**src/rtl/pio_pkg.sv**
```systemverilog
package pio_pkg;
  localparam int DW = 8;
  localparam int NIB = DW / 2;

  localparam logic [1:0] SEL_A = 2'd0;
  localparam logic [1:0] SEL_B = 2'd1;
  localparam logic [1:0] SEL_C = 2'd2;
  localparam logic [1:0] SEL_CTL = 2'd3;

  localparam logic [7:0] CTL_RESET = 8'h9B;

  // Port C pin roles in strobed mode
  localparam int PC_A_INTR = 3;
  localparam int PC_A_STB = 4;
  localparam int PC_A_IFULL = 5;
  localparam int PC_A_ACK = 6;
  localparam int PC_A_OFULL = 7;
  localparam int PC_B_INTR = 0;
  localparam int PC_B_FLAG = 1;
  localparam int PC_B_HS = 2;

  // Bit layout of the mode word; the order is decoded by the block
  typedef struct packed {
    logic is_mode;
    logic [1:0] a_mode;
    logic a_in;
    logic cu_in;
    logic b_mode;
    logic b_in;
    logic cl_in;
  } pio_ctl_t;
endpackage

```
**src/rtl/pio_hs_chan.sv**
```systemverilog
module pio_hs_chan #(
  parameter int DW = 8
) (
  input  logic          clk,
  input  logic          rst,
  input  logic          clear,
  input  logic          active,
  input  logic          is_in,
  input  logic          pin_n,
  input  logic          inte,
  input  logic [DW-1:0] din,
  input  logic          rd_hit,
  input  logic          wr_hit,
  output logic [DW-1:0] dout,
  output logic          full,
  output logic          intr
);
  logic pin_q;
  logic intr_q;
  logic rise;

  assign rise = !pin_q && pin_n;

  always_ff @(posedge clk) begin
    if (rst || clear || !active) begin
      dout   <= '0;
      full   <= 1'b0;
      intr_q <= 1'b0;
      pin_q  <= 1'b1;
    end else begin
      pin_q <= pin_n;
      if (is_in) begin
        if (!pin_n) begin
          dout <= din;
          full <= 1'b1;
        end else if (rd_hit) begin
          full <= 1'b0;
        end
        if (rise && inte) intr_q <= 1'b1;
        else if (rd_hit) intr_q <= 1'b0;
      end else begin
        if (wr_hit) full <= 1'b1;
        else if (!pin_n) full <= 1'b0;
        if (wr_hit) intr_q <= 1'b0;
        else if (rise && inte) intr_q <= 1'b1;
      end
    end
  end

  assign intr = intr_q & inte;
endmodule

```
**src/rtl/pio_pin_map.sv**
```systemverilog
module pio_pin_map
  import pio_pkg::*;
#(
  parameter int W = 8
) (
  input  pio_ctl_t       ctl,
  input  logic [W-1:0]   pc_lat,
  input  logic [W-1:0]   pc_in,
  input  logic           a_full,
  input  logic           a_intr,
  input  logic           b_full,
  input  logic           b_intr,
  output logic           a_m1,
  output logic           b_m1,
  output logic           a_pin_n,
  output logic           a_inte,
  output logic           b_pin_n,
  output logic           b_inte,
  output logic [W-1:0]   pc_drv,
  output logic [W-1:0]   pc_en,
  output logic [W-1:0]   pc_view
);
  localparam int H = W / 2;

  assign a_m1    = (ctl.a_mode == 2'b01);
  assign b_m1    = ctl.b_mode;
  assign a_pin_n = ctl.a_in ? pc_in[PC_A_STB] : pc_in[PC_A_ACK];
  assign a_inte  = ctl.a_in ? pc_lat[PC_A_STB] : pc_lat[PC_A_ACK];
  assign b_pin_n = pc_in[PC_B_HS];
  assign b_inte  = pc_lat[PC_B_HS];

  always_comb begin
    pc_en  = {{(W-H){~ctl.cu_in}}, {H{~ctl.cl_in}}};
    pc_drv = pc_lat;
    if (a_m1) begin
      pc_en[PC_A_INTR]  = 1'b1;
      pc_drv[PC_A_INTR] = a_intr;
      if (ctl.a_in) begin
        pc_en[PC_A_STB]    = 1'b0;
        pc_en[PC_A_IFULL]  = 1'b1;
        pc_drv[PC_A_IFULL] = a_full;
      end else begin
        pc_en[PC_A_ACK]    = 1'b0;
        pc_en[PC_A_OFULL]  = 1'b1;
        pc_drv[PC_A_OFULL] = ~a_full;
      end
    end
    if (b_m1) begin
      pc_en[PC_B_HS]    = 1'b0;
      pc_en[PC_B_FLAG]  = 1'b1;
      pc_en[PC_B_INTR]  = 1'b1;
      pc_drv[PC_B_INTR] = b_intr;
      pc_drv[PC_B_FLAG] = ctl.b_in ? b_full : ~b_full;
    end
  end

  always_comb begin
    for (int i = 0; i < W; i++) begin
      pc_view[i] = pc_en[i] ? pc_drv[i] : pc_in[i];
    end
  end
endmodule

```
**src/rtl/pio_port.sv**
```systemverilog
module pio_port
  import pio_pkg::*;
#(
  parameter int DW = pio_pkg::DW
) (
  input  logic          clk,
  input  logic          rst,
  input  logic          cs,
  input  logic          rd,
  input  logic          wr,
  input  logic [1:0]    addr,
  input  logic [DW-1:0] wdata,
  output logic [DW-1:0] rdata,
  output logic          rdata_oe,
  input  logic [DW-1:0] pa_in,
  output logic [DW-1:0] pa_out,
  output logic [DW-1:0] pa_oe,
  input  logic [DW-1:0] pb_in,
  output logic [DW-1:0] pb_out,
  output logic [DW-1:0] pb_oe,
  input  logic [DW-1:0] pc_in,
  output logic [DW-1:0] pc_out,
  output logic [DW-1:0] pc_oe,
  output logic          mode2_flag
);
  localparam int BW = $clog2(DW);

  logic [7:0]    ctl_q;
  pio_ctl_t      ctl;
  logic [DW-1:0] pa_lat, pb_lat, pc_lat;
  logic          wr_hit, rd_hit, mode_wr, bsr_wr;
  logic          a_m1, b_m1, a_pin_n, b_pin_n, a_inte, b_inte;
  logic          a_full, b_full, a_intr, b_intr;
  logic [DW-1:0] a_hold, b_hold, pc_view;
  logic [DW-1:0] rd_mux;
  logic [BW-1:0] bsr_idx;

  assign ctl     = pio_ctl_t'(ctl_q);
  assign wr_hit  = cs && wr;
  assign rd_hit  = cs && rd && !wr;
  assign mode_wr = wr_hit && (addr == SEL_CTL) && wdata[7];
  assign bsr_wr  = wr_hit && (addr == SEL_CTL) && !wdata[7];
  assign bsr_idx = wdata[BW:1];

  always_ff @(posedge clk) begin
    if (rst) begin
      ctl_q  <= CTL_RESET;
      pa_lat <= '0;
      pb_lat <= '0;
      pc_lat <= '0;
    end else if (mode_wr) begin
      ctl_q  <= wdata[7:0];
      pa_lat <= '0;
      pb_lat <= '0;
      pc_lat <= '0;
    end else if (bsr_wr) begin
      pc_lat[bsr_idx] <= wdata[0];
    end else if (wr_hit) begin
      case (addr)
        SEL_A:   pa_lat <= wdata;
        SEL_B:   pb_lat <= wdata;
        SEL_C:   pc_lat <= wdata;
        default: ;
      endcase
    end
  end

  pio_pin_map #(.W(DW)) u_map (
    .ctl(ctl), .pc_lat(pc_lat), .pc_in(pc_in),
    .a_full(a_full), .a_intr(a_intr), .b_full(b_full), .b_intr(b_intr),
    .a_m1(a_m1), .b_m1(b_m1),
    .a_pin_n(a_pin_n), .a_inte(a_inte), .b_pin_n(b_pin_n), .b_inte(b_inte),
    .pc_drv(pc_out), .pc_en(pc_oe), .pc_view(pc_view)
  );

  pio_hs_chan #(.DW(DW)) u_chan_a (
    .clk(clk), .rst(rst), .clear(mode_wr), .active(a_m1), .is_in(ctl.a_in),
    .pin_n(a_pin_n), .inte(a_inte), .din(pa_in),
    .rd_hit(rd_hit && addr == SEL_A), .wr_hit(wr_hit && addr == SEL_A),
    .dout(a_hold), .full(a_full), .intr(a_intr)
  );

  pio_hs_chan #(.DW(DW)) u_chan_b (
    .clk(clk), .rst(rst), .clear(mode_wr), .active(b_m1), .is_in(ctl.b_in),
    .pin_n(b_pin_n), .inte(b_inte), .din(pb_in),
    .rd_hit(rd_hit && addr == SEL_B), .wr_hit(wr_hit && addr == SEL_B),
    .dout(b_hold), .full(b_full), .intr(b_intr)
  );

  always_comb begin
    case (addr)
      SEL_A:   rd_mux = !ctl.a_in ? pa_lat : (a_m1 ? a_hold : pa_in);
      SEL_B:   rd_mux = !ctl.b_in ? pb_lat : (b_m1 ? b_hold : pb_in);
      SEL_C:   rd_mux = pc_view;
      default: rd_mux = '0;
    endcase
  end

  always_ff @(posedge clk) begin
    if (rst) begin
      rdata    <= '0;
      rdata_oe <= 1'b0;
    end else begin
      rdata    <= rd_hit ? rd_mux : '0;
      rdata_oe <= rd_hit;
    end
  end

  assign pa_out     = pa_lat;
  assign pb_out     = pb_lat;
  assign pa_oe      = {DW{~ctl.a_in}};
  assign pb_oe      = {DW{~ctl.b_in}};
  assign mode2_flag = ctl.is_mode & ctl.a_mode[1];
endmodule

```
**config.mk**
```make
export PLATFORM = sky130hd
export DESIGN_NAME = pio_port
export DESIGN_NICKNAME = d
export VERILOG_FILES = /design/src/rtl/pio_pkg.sv /design/src/rtl/pio_hs_chan.sv /design/src/rtl/pio_pin_map.sv /design/src/rtl/pio_port.sv
export SDC_FILE = /design/constraint.sdc
export NUM_CORES = 1
export LEC_CHECK = 0
export ABC_CLOCK_PERIOD_IN_PS = 1250
export BUFFER_PORTS_ARGS = -buffer_cell sky130_fd_sc_hd__buf_4
export CAP_MARGIN = 10
export CORE_UTILIZATION = 46
export CTS_CLUSTER_DIAMETER = 80
export DETAILED_ROUTE_END_ITERATION = 10
export PLACE_DENSITY = 0.84
export SYNTH_ARGS = -nofsm -noshare
export SYNTH_HDL_FRONTEND = slang
export SYNTH_SLANG_ARGS = --single-unit
```
**constraint.sdc**
```tcl
create_clock -name clk -period 1.25 [get_ports clk]
set_input_delay 0.1875 -clock clk [delete_from_list [all_inputs] [get_ports clk]]
set_output_delay 0.1875 -clock clk [all_outputs]
set_load 0.03 [all_outputs]
```
## After elaboration in Yosys (flattened, before gate mapping)

Cells that the tools add are included.

| word-level totals | value |
|---|---|
| input bits | 39 |
| logic and storage cells | 129 |
| flip-flop bits (word level) | 63 |
| output and inout bits | 58 |

| cells by class | value |
|---|---|
| reductions and logical operators | 40 |
| magnitude comparators | 2 |
| mux-type cells | 50 |
| bitwise operators | 13 |
| eq/ne operators | 10 |

Operator list:

| kind | number |
|---|---|
| $mux 8 | 7 |
| $mux 1 | 35 |
| $pmux 8 s3 | 1 |
| $logic_and 1x1->1 | 15 |
| $reduce_and 2->1 | 7 |
| $not 1->1 | 10 |
| $ne 3x1->1 const B | 3 |
| $bwmux 8 | 1 |
| $logic_not 1->1 | 6 |
| $mux 2 | 3 |
| $ne 3x3->1 const B | 2 |
| $reduce_and 3->1 | 2 |
| $reduce_bool 3->1 | 2 |
| $mux 5 | 1 |
| $eq 2x1->1 const B | 2 |
| $eq 2x2->1 const B | 2 |
| $lt 3x4->1 const B | 1 |
| $reduce_bool 2->1 | 2 |
| $reduce_or 2->1 | 2 |
| $and 1x1->1 | 3 |
| $demux 1 s3 | 1 |
| $ge 3x1->1 const B | 1 |
| $logic_or 1x1->1 | 3 |
| $mux 3 | 1 |
| other kinds (2) | 2 |

## Longest topological paths before layout

| logic depth | value |
|---|---|
| depth in word-level cells | 6 |
| mapped depth | 6 |
| depth with buffers taken out | 4 |

## Modules after synthesis

From an unflattened synthesis, not the netlist that was laid out.

| unflattened totals | value |
|---|---|
| cells, all modules | 430 |
| area, all modules | 3565.9 um2 |

Modules (own cells, without submodules):

| module | cells each | area each (um2) | seq. area each (um2) | times used |
|---|---|---|---|---|
| pio_port | 282 | 2212.1 | 820.8 | 1 |
| pio_hs_chan | 51 | 479.2 | 220.2 | 2 |
| pio_pin_map | 46 | 395.4 | 0.0 | 1 |

## Least setup slack after synthesis

Ideal clock, no wire load.

| timing path | value |
|---|---|
| kind | reg2out |
| from | reg ctl_q[6] (netlist: ctl[6]) |
| to | out pc_out[7] |
| stages on the path, launching flop included | 5 |
| data arrival time | 1.511 ns |
| path buffers | 2 |
| required time | 1.062 ns |
| path slack | -0.449 ns |
| cell sequence | dfxtp_1 > nand2b_1 > clkbuf_2 > buf_4 > o31ai_1 |

| on the way | value |
|---|---|
| cells in the longest elaborated chain, start to end | 2 |

Ends and longest elaborated chain:

| element | line | text |
|---|---|---|
| from (decl) | pio_port.sv:28 | `logic [7:0] ctl_q;` |
| from (signal assigned) | pio_port.sv:52 | `ctl_q <= wdata[7:0];` |
| $eq 2x1->1 | pio_pin_map.sv:25 | `assign a_m1 = (ctl.a_mode == 2'b01);` |
| $mux 1 | pio_pin_map.sv:35 | `if (a_m1) begin` |
| to (decl) | pio_port.sv:22 | `output logic [DW-1:0] pc_out,` |

Every way passes these cells.

## Final worst setup path

| timing path | value |
|---|---|
| from | reg ctl_q[4] (netlist: ctl[4]) |
| to | out pc_out[3] |

| on the way | value |
|---|---|
| cells in the longest elaborated chain, start to end | 3 |

Ends and longest elaborated chain:

| element | line | text |
|---|---|---|
| $mux 1 | pio_pin_map.sv:28 | `assign a_inte = ctl.a_in ? pc_lat[PC_A_STB] : pc_lat[PC_A_ACK];` |
| $and 1x1->1 | pio_hs_chan.sv:50 | `assign intr = intr_q & inte;` |
| $mux 1 | pio_pin_map.sv:35 |  |

Every way passes these cells.

==> reports/metrics.yaml <==
global_route:
  grt_max_degree: 20
  grt_overflow: 0
  grt_use_total: 0.309
  grt_pass1_wl_mm: 18.1
  grt_pass1_vias: 3712
  antenna_found_initial: 0
outcome:
  violations: "negative setup slack"
  status: "complete, but fails checks"
flow_run:
  cap_violations: 0
power_and_ir_drop:
  cellPowerDensity_nw_per_um2: 932
  swShare: 0.270
  p_sw_mw: 1.33
  clkPwrFrac: 0.425
  pwr-share-seq: 0.417
  p_int_mw: 3.59
  peakVddDrop_mv: 0.616
  p_leak_nw: 2.20
  comb_power_share: 0.157
clocking:
  cts_hold_buffers: 0
  cts_buffer_depth: 2
  clock_latency_ps: 360
  cts_buffers: 9
  clkTransAtPathRegs_ps: 80
  cts.sinks: 63
  root_buffer: "clkbuf_8"
  cts_tree: "built"
  cts_max_level: 3
sta:
  tns_ps: -9420
  min_period_ps: 1620
  setup_viol: 60
  slew_viol_final: 0
  finClkSkew_ps: 10.5
  slew_headroom: 0.627
  fin_ws_ps: -374
  finalHoldViolCount: 0
  max_freq_mhz: 616
  worst_slew_pin_slew_ps: 553
  finalCritPeriodShare: 1.30
  grt_setup_unrepaired: "true"
critical_path:
  cp_max_fo: 5
  required_ps: 1060
  cp.arrival_ps: 1440
  startpoint_type: "register"
  cp-end-kind: "output pin"
  worstSetupPathType: "reg -> out"
die:
  row_count: 30
  initial_core_util: 0.487
  die_area_um2: 7700
  die_x_um: 87.7
  die_y_um: 87.7
  coreArea_um2: 6940
  io_pins: 97
yosys:
  syn_avg_cell_area_um2: 7.94
  synth_top_area_cell: "dfxtp_1"
  syn-cell-area_um2: 3380
  synth_edf_count: 0
  yosysSeqAreaShare: 0.373
  synth-main-ff-cell: "dfxtp_1"
  yosysWarningCount: 0
  synthTopCellsByArea: "dfxtp_1 37%, nand2_1 12%, a21oi_1 6.8%"
  ys_types: 53
  synth-async-reset-ratio: 0
  syn_nets: 465
  netlist.area_leader.share: 0.373
  syn_inst: 426
  ys_ff_latch: 63
routing:
  dr_total_vias: 4076
  vias_per_cell: 6.10
  wl_per_cell_um: 19.8
  drt_iter0_markers: 363
  routed_wl_mm: 13.2
  ant_nets: 0
  dr.pass1.iters: 5
  drc_errors: 0
layout:
  nets: 606
  synthToLayoutAreaGrowth_pct: 56.0
  fillers: 421
  n_antenna_cell: 0
  final_layout_size_suffix_gt1_frac: 0.477
  post-route-util: 0.760
hold_path:
  worst_hold_path_type: "in -> reg"
placed_design:
  routabilityCongestion: 0.935
  hpwl_mm: 7.97
  port_buffers: 96
[state kept, by name, summed over array words and instances, names as in the netlist]
signal and cells:
rdata 8, u_chan_a.dout 8, pb_out 8, pc_lat 8, u_chan_b.pin_q 1, u_chan_b.full 1
u_chan_a.pin_q 1, ctl 8, u_chan_b.dout 8, pa_out 8, u_chan_a.intr_q 1, u_chan_b.intr_q 1
rdata_oe 1, u_chan_a.full 1
[worst paths after layout]
kind / from / endpoint / slack (ps) / cells after the start
worst min-delay path: pb_in[1] / u_chan_b.dout[1]$_SDFFE_PP0P_ / 80 / 3
worst max register to register: ctl[4]$_SDFFE_PP1P_ / u_chan_a.dout[0]$_SDFFE_PP0P_ / -180 / 7
worst max-delay path: ctl[4]$_SDFFE_PP1P_ / pc_out[3] / -370 / 5
worst min register to register: ctl[7]$_SDFFE_PP1P_ / ctl[7]$_SDFFE_PP1P_ / 450 / 1
[per-stage QoR]
stage,setup slack (ps),power [mW],hold WS [ps],std cells,instance area [um^2]
6_report,-374,4.92,84.8,668,5280
3_5_place_dp,-189,2.77,427,624,4430
5_1_grt,-427,5.05,85.6,668,5280
3_3_place_gp,-153,2.75,416,624,4430
4_1_cts,-304,4.82,84.4,657,5030
2_1_floorplan,-48.8,2.48,294,426,3510
[synthesized netlist by cell type, types with 2 or more instances]
master,count
buf_6,4
nor3b_1,3
a31o_2,7
buf_4,22
nand4b_1,2
o31ai_1,5
o31a_1,2
clkbuf_1,3
nand2b_1,8
buf_1,3
nand3b_1,2
buf_2,15
o21ai_0,19
inv_1,4
clkbuf_2,2
dfxtp_1,63
mux2i_1,19
nand2_1,107
a22oi_1,3
a22o_1,2
nand3_1,6
a31oi_1,8
nor2b_1,4
nor2_1,21
and3b_1,2
mux2_2,4
a21oi_1,46
and2_1,6
o211ai_1,8
o22a_1,2
or2_2,2
[layout by cell type (no fill, tap or decap), drive strengths merged, types with 3 or more instances in the layout]
cell,instances
a21oi,46
nor2b,4
nand2,108
a31oi,8
o21ai,19
clkbuf,11
nor2,23
a22oi,3
nor3b,3
a31o,7
nand3,6
o211ai,8
o31ai,6
nand2b,8
clkinvlp,6
mux2,4
dfxtp,63
mux2i,19
and2,6
buf,176
[power by group through the flow]
stage	Combinational [mW]	Clock (mW)	Sequential (mW)
after floorplan	0.356	0	2.13
after global placement	0.648	0	2.10
after detailed placement	0.664	0	2.10
after CTS	0.704	2.06	2.05
after global routing	0.810	2.18	2.05
final	0.774	2.09	2.05
[area by class of cell]
type / count / area, um^2 / area share
multi-input cells: 311 / 2060 / 0.390
repair buffers: 176 / 1550 / 0.294
flip-flops and latches: 63 / 1280 / 0.243
clock buffers: 11 / 151 / 0.0287
well taps: 96 / 120 / 0.0228
clock inverters: 5 / 80.1 / 0.0152
inverters: 4 / 22.5 / 0.00427
repair inverters: 2 / 15.0 / 0.00285
[worst max-delay path: stages, from the launching register on]
cell     delay [ps]
dfxtp_4         420
mux2i_1         290
nor2b_2          90
nand2_1          80
nand2_1          70
buf_6           140
[routing by layer]
| metal | up-vias | global-route usage | share of wire |
|---|---|---|---|
| met2 | 326 | 0.509 | 0.47 |
| met4 | 0 | 0.170 | 0.055 |
| met1 | 1912 | 0.386 | 0.37 |
| met5 | - | 0 | 0 |
| met3 | 89 | 0.0500 | 0.10 |
| li1 | 1749 | - | - |
[cell families after synthesis]
| logic type | Yosys count | synth area share |
|---|---|---|
| AO/OA/AOI/OAI | 114 | 0.221 |
| XOR/XNOR | 1 | 0.00259 |
| buffers and inverters | 53 | 0.0984 |
| flip-flops | 63 | 0.373 |
| multiplexers | 23 | 0.0696 |
| AND/OR/NAND/NOR | 172 | 0.235 |
[timing repair]
| item | CTS | global route |
|---|---|---|
| endpoints found under the setup margin | 48 | 57 |
| buffers inserted | 15 | 12 |
| cloned | 4 | 0 |
| pin swaps | 18 | 23 |
| resized for setup | 71 | 43 |
Power figures use the tool's default switching activity.
